<file path="src/rtl/disp_decoder.sv">
module disp_decoder (
  input  logic        clk,
  input  logic        rst,
  input  logic        start,
  input  logic        in_valid,
  input  logic [7:0]  in_byte,
  output logic        in_ready,
  output logic        out_valid,
  input  logic        out_ready,
  output logic [31:0] out_value,
  output logic [2:0]  out_len,
  output logic        proto_err
);
  localparam int PAY_W = 6;
  localparam int ACC_W = PAY_W + 16;

  logic             busy_q;
  logic [1:0]       left_q;
  logic [2:0]       len_q;
  logic [ACC_W-1:0] acc_q;
  logic             vld_q;
  logic [31:0]      val_q;
  logic [2:0]       olen_q;
  logic             err_q;

  wire take = in_valid && in_ready;
  wire pop  = vld_q && out_ready;

  assign in_ready  = !vld_q || out_ready;
  assign out_valid = vld_q;
  assign out_value = val_q;
  assign out_len   = olen_q;
  assign proto_err = err_q;

  wire [13:0] f2 = {acc_q[PAY_W-1:0], in_byte};
  wire [29:0] f4 = {acc_q[ACC_W-1:0], in_byte};
  wire [31:0] v1 = {{25{in_byte[6]}}, in_byte[6:0]};
  wire [31:0] v2 = {{18{f2[13]}}, f2};
  wire [31:0] v4 = {{2{f4[29]}}, f4};

  always_ff @(posedge clk) begin
    if (rst) begin
      busy_q <= 1'b0;
      left_q <= '0;
      len_q  <= '0;
      acc_q  <= '0;
      vld_q  <= 1'b0;
      val_q  <= '0;
      olen_q <= '0;
      err_q  <= 1'b0;
    end else begin
      if (pop) vld_q <= 1'b0;
      if (take) begin
        if (!busy_q) begin
          if (start) begin
            if (!in_byte[7]) begin
              vld_q  <= 1'b1;
              val_q  <= v1;
              olen_q <= 3'd1;
            end else begin
              busy_q <= 1'b1;
              acc_q  <= {{(ACC_W-PAY_W){1'b0}}, in_byte[PAY_W-1:0]};
              left_q <= in_byte[6] ? 2'd3 : 2'd1;
              len_q  <= in_byte[6] ? 3'd4 : 3'd2;
            end
          end
        end else begin
          if (start) err_q <= 1'b1;
          left_q <= left_q - 2'd1;
          if (left_q == 2'd1) begin
            busy_q <= 1'b0;
            vld_q  <= 1'b1;
            val_q  <= (len_q == 3'd2) ? v2 : v4;
            olen_q <= len_q;
            acc_q  <= '0;
          end else begin
            acc_q <= {acc_q[ACC_W-9:0], in_byte};
          end
        end
      end
    end
  end
endmodule

</file>
<file path="config.mk">
export PLATFORM = sky130hd
export DESIGN_NAME = disp_decoder
export DESIGN_NICKNAME = d
export VERILOG_FILES = /design/src/rtl/disp_decoder.sv
export SDC_FILE = /design/constraint.sdc
export NUM_CORES = 1
export LEC_CHECK = 0
export CORE_MARGIN = 2
export CORE_UTILIZATION = 45
export CTS_CLUSTER_SIZE = 16
export DETAILED_ROUTE_END_ITERATION = 10
export PLACE_DENSITY = 0.69
export SETUP_SLACK_MARGIN = 0.5
export SYNTH_ARGS = -nofsm -noshare
export SYNTH_HDL_FRONTEND = slang
export SYNTH_SLANG_ARGS = --single-unit
</file>
<file path="constraint.sdc">
create_clock -name clk -period 3.9 [get_ports clk]
set_input_delay 1.17 -clock clk [delete_from_list [all_inputs] [get_ports clk]]
set_output_delay 1.17 -clock clk [all_outputs]
set_load 0.02 [all_outputs]
</file>
; Yosys cells after proc, flatten, opt, wreduce, memory -nomap -nowiden
; Cells that the tools add are included.
[op_classes]
n_addsub = 1
eq_ne = 4
muxes = 28
n_reduce_logical = 10
bitwise_logic = 1
[ops]
columns = cell, count
row1 = 32-bit two-way mux, 5
row2 = 22-bit two-way mux, 4
row3 = 3-bit two-way mux, 5
row4 = 1-bit two-way mux, 10
row5 = 2-bit two-way mux, 4
row6 = 4-bit AND reduction, 2
row7 = 3-bit AND reduction, 2
row8 = "2-bit by 1-bit inequality test with 1-bit output, second input constant", 2
row9 = 2-bit nonzero test, 2
row10 = "3-bit by 2-bit equality test with 1-bit output, second input constant", 1
row11 = "2-bit by 1-bit equality test with 1-bit output, second input constant", 1
row12 = 1-bit logical AND, 2
row13 = "2-bit by 1-bit subtractor with 2-bit output, second input constant", 1
row14 = 1-bit logical NOT, 1
row15 = 1-bit logical OR, 1
row16 = 1-bit inverter, 1
[totals]
word_cells = 52
in_bits = 13
out_inout_bits = 38
register_bits = 65

; Longest topological paths before layout
; Gate-level depths: netlist of run 1.
[depth]
ltp_word = 6
mapped_depth = 8
ltp_nobuf = 6

; Least setup slack after synthesis of run 1
; OpenSTA, ideal clock, no wires.
[synth_path]
path_type = input to output
startpoint = input port out_ready
endpoint = output port in_ready
path_buffers = 1
setup_slack_ns = 1.269
t_arrival_ns = 1.461
required_time_ns = 2.730
stages = 2
path_cell_list = nand2b_1 -> buf_2
[synth_between]
elab_chain_cells = 1
[synth_lines]
columns = item, line_no
row1 = start: declaration, 9  ; input logic out_ready,
row2 = 1-bit logical OR, 29  ; assign in_ready = !vld_q || out_ready;
row3 = end: declaration, 7  ; output logic in_ready,
; Every way passes these cells.

; Worst setup path after layout of run 1
; Ends and elaborated chain as after synthesis.

==> impl_metrics.prom, run 1 <==
# TYPE chip_impl_metric gauge
chip_impl_metric{name="maxSlewHeadroom",unit="%"} 27.08
chip_impl_metric{name="timing.final.crit_share",unit="%"} 82.91
chip_impl_metric{name="h-tree-depth",unit=""} 3
chip_impl_metric{name="post_cts.repair.setup_buffers",unit=""} 0
chip_impl_info{name="worst-setup-path-type",value="primary input to output port"} 1
chip_impl_metric{name="final_layout_size_suffix_gt1_share",unit="%"} 8.511
chip_impl_metric{name="route.detailed.vias_per_inst",unit=""} 5.643
chip_impl_metric{name="routed_wirelength",unit="um"} 6249
chip_impl_metric{name="drv.max_cap_violation_count",unit=""} 0
chip_impl_metric{name="worst-r2r-setup-slack",unit="ns"} 1.53
chip_impl_metric{name="initial_core_util",unit="%"} 46.73
chip_impl_info{name="cts_tree",value="built"} 1
chip_impl_metric{name="ys_types",unit=""} 38
chip_impl_metric{name="clock_pin_transition_on_the_worst_setup_and_hold_timing_paths",unit="ns"} 0.07
chip_impl_metric{name="clock-sinks",unit=""} 62
chip_impl_metric{name="first_pass_grt_wire_length",unit="um"} 10160
chip_impl_metric{name="final_net_count",unit=""} 338
chip_impl_metric{name="grt_start_max_net_pins",unit=""} 34
chip_impl_metric{name="final.setup.tns",unit="ns"} 0
chip_impl_metric{name="routabilityCongestion",unit=""} 0.7572
chip_impl_metric{name="worst_ir_drop_vdd",unit="mV"} 0.2261
chip_impl_metric{name="adder_cell_share_of_the_synthesized_area",unit="%"} 0.4833
chip_impl_info{name="setup.worst_path.end_class",value="output port"} 1
chip_impl_metric{name="share_of_the_synthesized_netlist_area_taken_by_xor_and_xnor_gates",unit="%"} 0
chip_impl_metric{name="critical_path_required",unit="ns"} 2.73
chip_impl_metric{name="max_slew.worst_pin.slew",unit="ns"} 1.086
chip_impl_metric{name="antenna_found_initial",unit=""} 0
chip_impl_metric{name="detail_route.iter0.violations",unit=""} 165
chip_impl_metric{name="hold-worst-slack",unit="ns"} 0.4555
chip_impl_metric{name="die-width",unit="um"} 79.85
chip_impl_metric{name="vias",unit=""} 2263
chip_impl_metric{name="timing.clock.skew",unit="ns"} 0.003448
chip_impl_metric{name="synth-seq-cells",unit=""} 62
chip_impl_metric{name="final-max-slew-violation-count",unit=""} 0
chip_impl_metric{name="synth-compound-area-share",unit="%"} 26.34
chip_impl_metric{name="syn-mean-instance-area",unit="sq um"} 8.989
chip_impl_metric{name="maxClockFrequency",unit="MHz"} 309.2
chip_impl_metric{name="ys.warnings.count",unit=""} 0
chip_impl_metric{name="synth.yosys.seq_area_share",unit="%"} 47.95
chip_impl_info{name="outcome",value="finished, final reports clean"} 1
chip_impl_metric{name="finalCriticalPeriod",unit="ns"} 3.234
chip_impl_metric{name="core_region_area",unit="sq um"} 5540
chip_impl_metric{name="synth.net_count",unit=""} 302
chip_impl_metric{name="worst_ep_arrival_time",unit="ns"} 2.06
chip_impl_metric{name="cts_inserted_buffers",unit=""} 9
chip_impl_metric{name="grt_pass1_vias",unit=""} 2082
chip_impl_metric{name="die_height",unit="um"} 79.85
chip_impl_metric{name="postSynthCellCount",unit=""} 288
chip_impl_metric{name="routed_wire_length_per_instance",unit="um"} 15.58
chip_impl_metric{name="logic_depth_of_the_worst_register_to_register_path",unit=""} 5
chip_impl_metric{name="num-fill-cells",unit=""} 533
chip_impl_metric{name="worstHoldPathCells",unit=""} 2
chip_impl_metric{name="p_leak",unit="uW"} 0.001075
chip_impl_metric{name="num_antenna_cells",unit=""} 0
chip_impl_metric{name="detailedRoute.firstPassIterationCount",unit=""} 4
chip_impl_metric{name="dpl.hpwl",unit="um"} 3874
chip_impl_metric{name="top_level_ports",unit=""} 51
chip_impl_metric{name="clk_path_buf_depth",unit=""} 2
chip_impl_metric{name="globalRoute.totalOverflow",unit=""} 0
chip_impl_metric{name="die_area",unit="sq um"} 6375
chip_impl_info{name="worst_hold_path.endpoint",value="acc_q[17]"} 1
chip_impl_metric{name="fp-row-count",unit=""} 27
chip_impl_info{name="hp-start",value="acc_q[17]"} 1
chip_impl_metric{name="count_of_nets_left_with_antenna_violations_after_detail_routing",unit=""} 0
chip_impl_metric{name="fin_util",unit="%"} 58.42
chip_impl_info{name="clk_root_buffer_cell",value="sky130_fd_sc_hd__clkbuf_8"} 1
chip_impl_info{name="grt_setup_unrepaired",value="no"} 1
chip_impl_info{name="critical_path.startpoint_type",value="primary input"} 1
chip_impl_metric{name="worst_skew_pair.late_latency",unit="ns"} 0.34
chip_impl_metric{name="post-route-drc-count",unit=""} 0
chip_impl_info{name="crit_path_start",value="out_ready"} 1
chip_impl_info{name="worst_r2r_endpoint",value="out_value[18]"} 1
chip_impl_info{name="critical_path.reg2reg.startpoint",value="busy_q"} 1
chip_impl_metric{name="synth_simple_gate_area_share",unit="%"} 16.58
chip_impl_metric{name="synthMuxAreaShare",unit="%"} 0.7733
chip_impl_metric{name="final-hold-violation-count",unit=""} 0
chip_impl_info{name="synth_top_family_by_area",value="compound AO/OA/AOI/OAI gates"} 1
chip_impl_metric{name="synthToLayoutAreaGrowth",unit="%"} 25.04
chip_impl_metric{name="worst-path-max-fanout",unit=""} 2
chip_impl_metric{name="io_buffer_count",unit=""} 50
chip_impl_metric{name="cellPowerDensity",unit="nW/um^2"} 446.3
chip_impl_metric{name="synthesis.area",unit="sq um"} 2589
chip_impl_metric{name="setup-violations-final",unit=""} 0
chip_impl_metric{name="gr-usage-all-layers",unit="%"} 20.93
chip_impl_info{name="hold_path.class",value="flip-flop to flip-flop"} 1
## state kept, by name, indices dropped and copies added (netlist names)
| signal | cells |
|---|---|
| out_valid | 1 |
| out_len | 3 |
| proto_err | 1 |
| acc_q | 22 |
| len_q | 2 |
| out_value | 30 |
| left_q | 2 |
| busy_q | 1 |
## logic make-up (layout without fill, tap and decap cells)
family,Yosys count,count (layout)
AO/OA/AOI/OAI,107,107
multiplexers,2,2
flip-flops,62,62
adder cells (fa/ha/maj),1,1
AND/OR/NAND/NOR,80,80
buffers and inverters,36,77
## critical path, stage by stage
cell and delay, ns:
sky130_fd_sc_hd__clkdlybuf4s50_1 0.45, sky130_fd_sc_hd__nand2b_1 0.11, sky130_fd_sc_hd__dlygate4sd2_1 0.33
## final cells by class
cell class	count	area (sq um)	area share (%)
clock inverter	4	45.04	1.392
clock buffer	12	155.1	4.793
multi-input combinational	190	1144	35.33
timing repair buffer	57	546.8	16.89
sequential	62	1241	38.35
tap	72	90.09	2.783
inverter	4	15.01	0.4639
## stage by stage
step	instances	power [uW]	setup slack, ns	area [sq um]
3_5_place_dp	385	883.9	0.3802	3038
5_1_grt	401	1499	0.6298	3237
2_1_floorplan	288	814.8	1.269	2589
4_1_cts	401	1452	0.6504	3237
6_report	401	1445	0.6663	3237
3_3_place_gp	385	881.0	0.3810	3038
## power breakdown
group	leakage [uW]	total (uW)	switching [uW]	internal, uW
Combinational	0.000466	195	118	77.5
Clock	0.000106	574	247	327
Sequential	0.000503	676	18.0	658
Total	0.00108	1440	383	1060
## synthesized netlist by cell type
library cell                 n  area [sq um]
sky130_fd_sc_hd__o211ai_1    1         7.510
sky130_fd_sc_hd__o21ai_0    24         120.1
sky130_fd_sc_hd__o211a_1     1         10.01
sky130_fd_sc_hd__a31oi_1     1         6.260
sky130_fd_sc_hd__a21oi_2     1         8.760
sky130_fd_sc_hd__nor2_4      1         11.26
sky130_fd_sc_hd__nand4b_1    1         8.760
sky130_fd_sc_hd__a21oi_1    40         200.2
sky130_fd_sc_hd__nand3b_1    1         7.510
sky130_fd_sc_hd__dfxtp_1    62          1241
sky130_fd_sc_hd__and2_0      1         6.260
sky130_fd_sc_hd__o2111ai_1  16         140.1
sky130_fd_sc_hd__o21ai_1     3         15.01
sky130_fd_sc_hd__and3_1      1         6.260
sky130_fd_sc_hd__a311oi_1    1         8.760
sky130_fd_sc_hd__clkbuf_1    8         30.03
sky130_fd_sc_hd__a32oi_1     7         61.31
sky130_fd_sc_hd__nor4bb_4    1         25.02
sky130_fd_sc_hd__nor2b_1     2         12.51
sky130_fd_sc_hd__nand2_1    16         60.06
sky130_fd_sc_hd__nor2_1     12         45.04
sky130_fd_sc_hd__nand4_1     3         18.77
sky130_fd_sc_hd__nor3_1      1         5.000
sky130_fd_sc_hd__buf_2      12         60.06
sky130_fd_sc_hd__clkbuf_2    1         5.000
sky130_fd_sc_hd__nor4_1      1         6.260
sky130_fd_sc_hd__ha_1        1         12.51
sky130_fd_sc_hd__a211oi_1    8         60.06
sky130_fd_sc_hd__buf_1       1         3.750
sky130_fd_sc_hd__buf_4       6         45.04
sky130_fd_sc_hd__nand2b_1   17         106.4
sky130_fd_sc_hd__buf_6       4         45.04
sky130_fd_sc_hd__a211oi_4    1         20.02
sky130_fd_sc_hd__inv_1       4         15.01
sky130_fd_sc_hd__nand3_1    22         110.1
sky130_fd_sc_hd__mux2i_1     2         20.02
sky130_fd_sc_hd__a21o_1      2         15.01
sky130_fd_sc_hd__a21o_2      1         8.760
## metal layers
metal  up-vias  share of wire (%)  track usage (%)
met5         -                  0                0
met4         0                2.1            9.322
met3        12                5.5            6.222
met2        71                 44            29.66
met1      1059                 49            29.23
li1       1121                  -                -
## worst max-delay path by stage
stage | end | cells after the start | slack [ns]
floorplan | in_ready | 2 | 1.27
global placement | in_ready | 3 | 0.38
detailed placement | in_ready | 3 | 0.38
CTS | in_ready | 3 | 0.65
global route | in_ready | 3 | 0.63
finish | in_ready | 3 | 0.67
## cell usage in the layout (no fill, tap or decap), types with 2 or more instances in the layout
| cell | Yosys | routed |
|---|---|---|
| sky130_fd_sc_hd__nor2b_1 | 2 | 2 |
| sky130_fd_sc_hd__nand4_1 | 3 | 3 |
| sky130_fd_sc_hd__o21ai_0 | 24 | 24 |
| sky130_fd_sc_hd__a211oi_1 | 8 | 8 |
| sky130_fd_sc_hd__inv_1 | 4 | 4 |
| sky130_fd_sc_hd__a21o_1 | 2 | 2 |
| sky130_fd_sc_hd__a32oi_1 | 7 | 7 |
| sky130_fd_sc_hd__clkdlybuf4s50_1 | 0 | 48 |
| sky130_fd_sc_hd__nand2b_1 | 17 | 17 |
| sky130_fd_sc_hd__nor2_1 | 12 | 12 |
| sky130_fd_sc_hd__buf_4 | 6 | 7 |
| sky130_fd_sc_hd__nand3_1 | 22 | 22 |
| sky130_fd_sc_hd__a21oi_1 | 40 | 40 |
| sky130_fd_sc_hd__clkinv_2 | 0 | 3 |
| sky130_fd_sc_hd__o21ai_1 | 3 | 3 |
| sky130_fd_sc_hd__o2111ai_1 | 16 | 16 |
| sky130_fd_sc_hd__mux2i_1 | 2 | 2 |
| sky130_fd_sc_hd__dfxtp_1 | 62 | 62 |
| sky130_fd_sc_hd__clkbuf_8 | 0 | 11 |
| sky130_fd_sc_hd__nand2_1 | 16 | 16 |
## timing repair
item,in CTS,in global routing
hold buffers,0,0
endpoints found under the setup margin,1,0
gates resized for setup,1,0
No activity file was read; power rests on OpenSTA's default activity.
==> run 2, diff against run 1 <==
==> constraint.sdc (replaced) <==
create_clock -name clk -period 3.4 [get_ports clk]
set_input_delay 1.02 -clock clk [delete_from_list [all_inputs] [get_ports clk]]
set_output_delay 1.02 -clock clk [all_outputs]
set_load 0.02 [all_outputs]
==> run 2 against run 1 <==
Register-to-register slack worse by 0.25 ns. Largest cell class unchanged. Die area unchanged. Highest routed layer unchanged. Setup slack worse by 0.030 ns. Largest power group unchanged. Hold slack better by 0.00076 ns. Utilization down 0.61 points. Sequential power up 15%.
==> impl_metrics.prom, run 2 (synthesis results as in run 1) <==
# TYPE chip_impl_metric gauge
chip_impl_info{name="outcome",value="finished, final reports clean"} 1
chip_impl_info{name="clk_root_buffer_cell",value="sky130_fd_sc_hd__clkbuf_8"} 1
chip_impl_info{name="setup.worst_path.end_class",value="output port"} 1
chip_impl_metric{name="post-route-drc-count",unit=""} 0
chip_impl_metric{name="critical_path_required",unit="ns"} 2.38
chip_impl_metric{name="timing.clock.skew",unit="ns"} 0.01072
chip_impl_info{name="critical_path.startpoint_type",value="primary input"} 1
chip_impl_info{name="worst-setup-path-type",value="primary input to output port"} 1
chip_impl_metric{name="drv.max_cap_violation_count",unit=""} 0
chip_impl_info{name="worstPathCellList",value="clkdlybuf4s50_1 > nand2b_1 > buf_2"} 1
chip_impl_metric{name="initial_core_util",unit="%"} 46.73
chip_impl_metric{name="die_height",unit="um"} 79.85
chip_impl_metric{name="grt_start_max_net_pins",unit=""} 63
chip_impl_metric{name="detailedRoute.firstPassIterationCount",unit=""} 4
chip_impl_metric{name="cellPowerDensity",unit="nW/um^2"} 480.7
chip_impl_metric{name="worst-r2r-setup-slack",unit="ns"} 1.28
chip_impl_info{name="hold_path.class",value="flip-flop to flip-flop"} 1
chip_impl_metric{name="die-width",unit="um"} 79.85
chip_impl_metric{name="synthToLayoutAreaGrowth",unit="%"} 23.73
chip_impl_metric{name="maxSlewHeadroom",unit="%"} 25.13
chip_impl_metric{name="core_region_area",unit="sq um"} 5540
chip_impl_metric{name="sw_frac_of_total",unit="%"} 27.25
chip_impl_metric{name="final-max-slew-violation-count",unit=""} 0
chip_impl_metric{name="post-route-cell-area",unit="sq um"} 3203
chip_impl_metric{name="first_pass_grt_wire_length",unit="um"} 10120
chip_impl_info{name="mostFrequentLayoutCells",value="sky130_fd_sc_hd__dfxtp_1 (62), sky130_fd_sc_hd__clkdlybuf4s50_1 (48), sky130_fd_sc_hd__a21oi_1 (40)"} 1
chip_impl_metric{name="post_cts.repair.setup_buffers",unit=""} 0
chip_impl_metric{name="maxClockFrequency",unit="MHz"} 361.8
chip_impl_metric{name="clock-sinks",unit=""} 62
chip_impl_metric{name="total_switching_power",unit="uW"} 419.6
chip_impl_metric{name="pwr-share-seq",unit="%"} 50.3
chip_impl_metric{name="dpl.hpwl",unit="um"} 3818
chip_impl_metric{name="cts_inserted_buffers",unit=""} 9
chip_impl_metric{name="worst_ir_drop_vdd",unit="mV"} 0.2635
chip_impl_info{name="critPathSlowestCell",value="sky130_fd_sc_hd__clkdlybuf4s50_1"} 1
chip_impl_metric{name="num_antenna_cells",unit=""} 0
chip_impl_metric{name="final_layout_size_suffix_gt1_share",unit="%"} 8.511
chip_impl_metric{name="worst_skew_pair.late_latency",unit="ns"} 0.34
chip_impl_info{name="leading_cell_type_in_the_layout_fill_and_taps_excluded",value="sky130_fd_sc_hd__dfxtp_1"} 1
chip_impl_metric{name="io_buffer_count",unit=""} 50
chip_impl_metric{name="globalRoute.totalOverflow",unit=""} 0
chip_impl_metric{name="finalCriticalPeriod",unit="ns"} 2.764
chip_impl_metric{name="route.detailed.vias_per_inst",unit=""} 5.643
chip_impl_metric{name="detail_route.iter0.violations",unit=""} 227
chip_impl_metric{name="internal_power",unit="uW"} 1120
chip_impl_metric{name="fp-row-count",unit=""} 27
chip_impl_metric{name="antenna_found_initial",unit=""} 0
chip_impl_metric{name="routed_wirelength",unit="um"} 6149
chip_impl_metric{name="count_of_nets_left_with_antenna_violations_after_detail_routing",unit=""} 0
chip_impl_metric{name="worst-path-max-fanout",unit=""} 2
chip_impl_metric{name="worst_ep_arrival_time",unit="ns"} 1.74
chip_impl_metric{name="post_cts_resize_count",unit=""} 3
chip_impl_metric{name="placement.cell_area",unit="sq um"} 3053
chip_impl_metric{name="clk_path_buf_depth",unit=""} 2
chip_impl_metric{name="critical-path-max-stage-delay",unit="ns"} 0.45
chip_impl_metric{name="final_net_count",unit=""} 340
chip_impl_metric{name="p_leak",unit="uW"} 0.001060
chip_impl_metric{name="vias",unit=""} 2263
chip_impl_metric{name="timing.final.crit_share",unit="%"} 81.29
chip_impl_metric{name="power_frac_comb",unit="%"} 14.7
chip_impl_metric{name="routabilityCongestion",unit=""} 0.7670
chip_impl_metric{name="largest_register_ffs",unit=""} 30
chip_impl_metric{name="gr-usage-all-layers",unit="%"} 20.57
chip_impl_info{name="cts_tree",value="built"} 1
chip_impl_metric{name="max_slew.worst_pin.slew",unit="ns"} 1.116
chip_impl_info{name="grt_setup_unrepaired",value="no"} 1
chip_impl_metric{name="final-hold-violation-count",unit=""} 0
chip_impl_metric{name="h-tree-depth",unit=""} 3
chip_impl_metric{name="grt_pass1_vias",unit=""} 2051
chip_impl_metric{name="share_clk_of_total_power",unit="%"} 35.0
chip_impl_metric{name="final.setup.tns",unit="ns"} 0
chip_impl_metric{name="setup-violations-final",unit=""} 0
chip_impl_metric{name="finalPower",unit="uW"} 1540
chip_impl_metric{name="clock_pin_transition_on_the_worst_setup_and_hold_timing_paths",unit="ns"} 0.06
chip_impl_metric{name="top_level_ports",unit=""} 51
chip_impl_metric{name="hold_buffers",unit=""} 0
chip_impl_metric{name="routed_wire_length_per_instance",unit="um"} 15.33
chip_impl_metric{name="die_area",unit="sq um"} 6375
-- run 2: final cells by class --
| class | instances | area (sq um) |
|---|---|---|
| clock buffers | 12 | 145.1 |
| clock inverters | 2 | 10.01 |
| fillers | 539 | 2337 |
| inverters | 4 | 15.01 |
| multi-input cells | 190 | 1144 |
| flip-flops and latches | 62 | 1241 |
| well taps | 72 | 90.09 |
| repair buffers | 59 | 558.0 |
-- run 2: power groups by stage --
stage	logic [uW]	registers, uW	clock network [uW]
after floorplan	124	811	0
after global placement	223	790	0
after detailed placement	225	790	0
after CTS	226	775	548
after global routing	245	778	581
final	226	775	539
-- run 2: through the flow --
step / hold slack, ns / setup WS, ns / std cells / utilization, %
finish: 0.4562 / 0.6361 / 401 / 57.81
global route: 0.4661 / 0.5883 / 401 / 57.81
CTS: 0.4559 / 0.5195 / 401 / 57.93
detailed placement: 0.4458 / 0.1849 / 387 / 55.10
global placement: 0.4404 / 0.1818 / 387 / 55.10
floorplan: 0.4319 / 1.069 / 288 / -
-- run 2: worst max-delay path, delay by kind of cell --
| family | cells | cell delay, ns |
|---|---|---|
| buffers and inverters | 2 | 0.62 |
| AND/OR/NAND/NOR | 1 | 0.11 |
-- run 2: metal layers --
metal | share of wire (%) | wire [um] | global-route usage (%) | vias up
li1 | - | - | - | 1123
met4 | 2.2 | 138 | 8.814 | 0
met3 | 4.6 | 282 | 5.656 | 11
met1 | 46 | 2841 | 28.36 | 1065
met2 | 47 | 2887 | 30.08 | 64
met5 | 0 | 0 | 0 | -
-- run 2: path summary, 6_finish.rpt --
path | from | end | cells after the start
setup / recovery | out_ready | in_ready | 3
hold / removal | acc_q[19] | acc_q[19] | 2
setup reg to reg | busy_q | out_value[16] | 4
hold reg to reg | acc_q[19] | acc_q[19] | 2
==> run 3, diff against run 2 <==
==> constraint.sdc (replaced) <==
create_clock -name clk -period 2.7 [get_ports clk]
set_input_delay 0.81 -clock clk [delete_from_list [all_inputs] [get_ports clk]]
set_output_delay 0.81 -clock clk [all_outputs]
set_load 0.02 [all_outputs]
==> run 3 against run 2 <==
Final cell count increased by 2.0%. Clock power is 56% higher. Non-clock buffer count is 7 higher.
==> impl_metrics.prom, run 3 (synthesis results as in run 1) <==
# TYPE chip_impl_metric gauge
chip_impl_metric{name="routabilityCongestion",unit=""} 0.7428
chip_impl_metric{name="timing.clock.skew",unit="ns"} 0.006081
chip_impl_metric{name="clock-sinks",unit=""} 62
chip_impl_metric{name="num_antenna_cells",unit=""} 0
chip_impl_info{name="setup.worst_path.end_class",value="output port"} 1
chip_impl_metric{name="die-width",unit="um"} 79.85
chip_impl_metric{name="pwr-share-seq",unit="%"} 45.9
chip_impl_metric{name="final_layout_size_suffix_gt1_share",unit="%"} 11.57
chip_impl_metric{name="internal_power",unit="uW"} 1575
chip_impl_metric{name="largest_register_ffs",unit=""} 30
chip_impl_metric{name="max_slew.worst_pin.slew",unit="ns"} 1.126
chip_impl_metric{name="fp-row-count",unit=""} 27
chip_impl_metric{name="cellPowerDensity",unit="nW/um^2"} 634.3
chip_impl_metric{name="maxClockFrequency",unit="MHz"} 467.3
chip_impl_metric{name="worst_ep_arrival_time",unit="ns"} 1.33
chip_impl_info{name="clk_root_buffer_cell",value="sky130_fd_sc_hd__clkbuf_8"} 1
chip_impl_metric{name="finalCriticalPeriod",unit="ns"} 2.140
chip_impl_metric{name="final-hold-violation-count",unit=""} 0
chip_impl_info{name="cts_tree",value="built"} 1
chip_impl_metric{name="worst_skew_pair.late_latency",unit="ns"} 0.33
chip_impl_metric{name="finalPower",unit="uW"} 2122
chip_impl_metric{name="clk_path_buf_depth",unit=""} 2
chip_impl_metric{name="io_buffer_count",unit=""} 50
chip_impl_info{name="outcome",value="finished, final reports clean"} 1
chip_impl_info{name="mostFrequentLayoutCells",value="sky130_fd_sc_hd__dfxtp_1 (62), sky130_fd_sc_hd__clkdlybuf4s50_1 (47), sky130_fd_sc_hd__a21oi_1 (40)"} 1
chip_impl_metric{name="gr-usage-all-layers",unit="%"} 20.77
chip_impl_metric{name="routed_wirelength",unit="um"} 6276
chip_impl_metric{name="final_net_count",unit=""} 347
chip_impl_info{name="worst-setup-path-type",value="flip-flop to output port"} 1
chip_impl_metric{name="first_pass_grt_wire_length",unit="um"} 10340
chip_impl_metric{name="total_switching_power",unit="uW"} 547.5
chip_impl_metric{name="setup-violations-final",unit=""} 0
chip_impl_metric{name="timing.final.crit_share",unit="%"} 79.26
chip_impl_metric{name="dpl.hpwl",unit="um"} 3911
chip_impl_metric{name="place_worst_setup_slack",unit="ns"} -0.09716
chip_impl_metric{name="power_frac_comb",unit="%"} 14.5
chip_impl_info{name="critPathSlowestCell",value="sky130_fd_sc_hd__clkdlybuf4s50_1"} 1
chip_impl_metric{name="num-fill-cells",unit=""} 493
chip_impl_info{name="leading_cell_type_in_the_layout_fill_and_taps_excluded",value="sky130_fd_sc_hd__dfxtp_1"} 1
chip_impl_metric{name="routed_wire_length_per_instance",unit="um"} 15.34
chip_impl_metric{name="postLayoutSetupSlackWorst",unit="ns"} 0.5600
chip_impl_metric{name="route.detailed.vias_per_inst",unit=""} 5.548
chip_impl_info{name="worstPathCellList",value="clkdlybuf4s50_1"} 1
chip_impl_info{name="critPathTopFamily",value="buffers and inverters"} 1
chip_impl_info{name="hold_path.class",value="flip-flop to flip-flop"} 1
chip_impl_metric{name="final-max-slew-violation-count",unit=""} 0
chip_impl_metric{name="drv.max_cap_violation_count",unit=""} 0
chip_impl_metric{name="sw_frac_of_total",unit="%"} 25.80
chip_impl_metric{name="final.setup.tns",unit="ns"} 0
chip_impl_metric{name="p_leak",unit="uW"} 0.001135
chip_impl_metric{name="worst-r2r-setup-slack",unit="ns"} 0.86
chip_impl_metric{name="post-route-drc-count",unit=""} 0
chip_impl_metric{name="core_region_area",unit="sq um"} 5540
chip_impl_metric{name="die_area",unit="sq um"} 6375
chip_impl_metric{name="hold_buffers",unit=""} 0
chip_impl_metric{name="maxSlewHeadroom",unit="%"} 24.43
chip_impl_metric{name="globalRoute.totalOverflow",unit=""} 0
chip_impl_metric{name="critical-path-max-stage-delay",unit="ns"} 0.62
chip_impl_metric{name="initial_core_util",unit="%"} 46.73
chip_impl_metric{name="detail_route.iter0.violations",unit=""} 162
chip_impl_metric{name="cts_inserted_buffers",unit=""} 9
chip_impl_metric{name="share_clk_of_total_power",unit="%"} 39.7
chip_impl_metric{name="instances_no_fill",unit=""} 409
chip_impl_info{name="grt_setup_unrepaired",value="no"} 1
chip_impl_metric{name="die_height",unit="um"} 79.85
chip_impl_metric{name="synthToLayoutAreaGrowth",unit="%"} 29.24
chip_impl_metric{name="grt_pass1_vias",unit=""} 2130
chip_impl_metric{name="worst_ir_drop_vdd",unit="mV"} 0.5100
chip_impl_metric{name="critical_path_required",unit="ns"} 1.89
chip_impl_metric{name="top_level_ports",unit=""} 51
chip_impl_metric{name="h-tree-depth",unit=""} 3
chip_impl_metric{name="vias",unit=""} 2269
chip_impl_metric{name="clock_pin_transition_on_the_worst_setup_and_hold_timing_paths",unit="ns"} 0.06
chip_impl_metric{name="count_of_nets_left_with_antenna_violations_after_detail_routing",unit=""} 0
chip_impl_info{name="critical_path.startpoint_type",value="flip-flop"} 1
chip_impl_metric{name="regArea",unit="sq um"} 1241
chip_impl_metric{name="antenna_found_initial",unit=""} 0
chip_impl_metric{name="multi_input_area",unit="sq um"} 1151
chip_impl_metric{name="crit_buf_inv",unit=""} 1
chip_impl_metric{name="placed_cells_incl_taps",unit=""} 393
chip_impl_metric{name="detailedRoute.firstPassIterationCount",unit=""} 4
chip_impl_metric{name="hold-worst-slack",unit="ns"} 0.4550
chip_impl_metric{name="worst-path-max-fanout",unit=""} 2
chip_impl_metric{name="grt_start_max_net_pins",unit=""} 63
run 3: cell type report:
type,instances,area share [%]
clock buffers,12,4.936
clock inverters,3,1.272
inverters,4,0.4488
multi-input cells,190,34.41
flip-flops and latches,62,37.10
well taps,72,2.693
repair buffers,66,19.15
run 3: power groups by stage:
| stage | clock [uW] | combinational, uW | sequential [uW] |
|---|---|---|---|
| after floorplan | 0 | 156 | 1020 |
| final | 842 | 307 | 974 |
| after CTS | 855 | 305 | 974 |
| after global placement | 0 | 300 | 993 |
| after detailed placement | 0 | 303 | 994 |
| after global routing | 901 | 329 | 977 |
run 3: timing repair:
item,CTS,global route
resized for setup,8,0
buffers inserted,0,1
pin swaps,0,1
setup endpoints to repair,1,16
hold endpoints to repair,0,0
run 3: worst paths after layout:
kind / from / to / depth (start not counted)
hold reg to reg: acc_q[18] / acc_q[18] / 2
hold / removal: acc_q[18] / acc_q[18] / 2
setup reg to reg: busy_q / out_value[1] / 6
setup / recovery: out_valid / out_valid / 1
run 3: through the flow:
stage          cell area, sq um  util (%)
2_1_floorplan              2589         -
3_3_place_gp               3123     56.37
3_5_place_dp               3123     56.37
4_1_cts                    3338     60.25
5_1_grt                    3346     60.39
6_report                   3346     60.39
run 3: layer usage:
layer	vias to the layer above	routed length (um)	global-route usage [%]
met5	-	0	0
met4	0	135	10.34
met3	16	299	3.846
met2	74	2840	30.42
met1	1041	3001	29.15
li1	1138	-	-
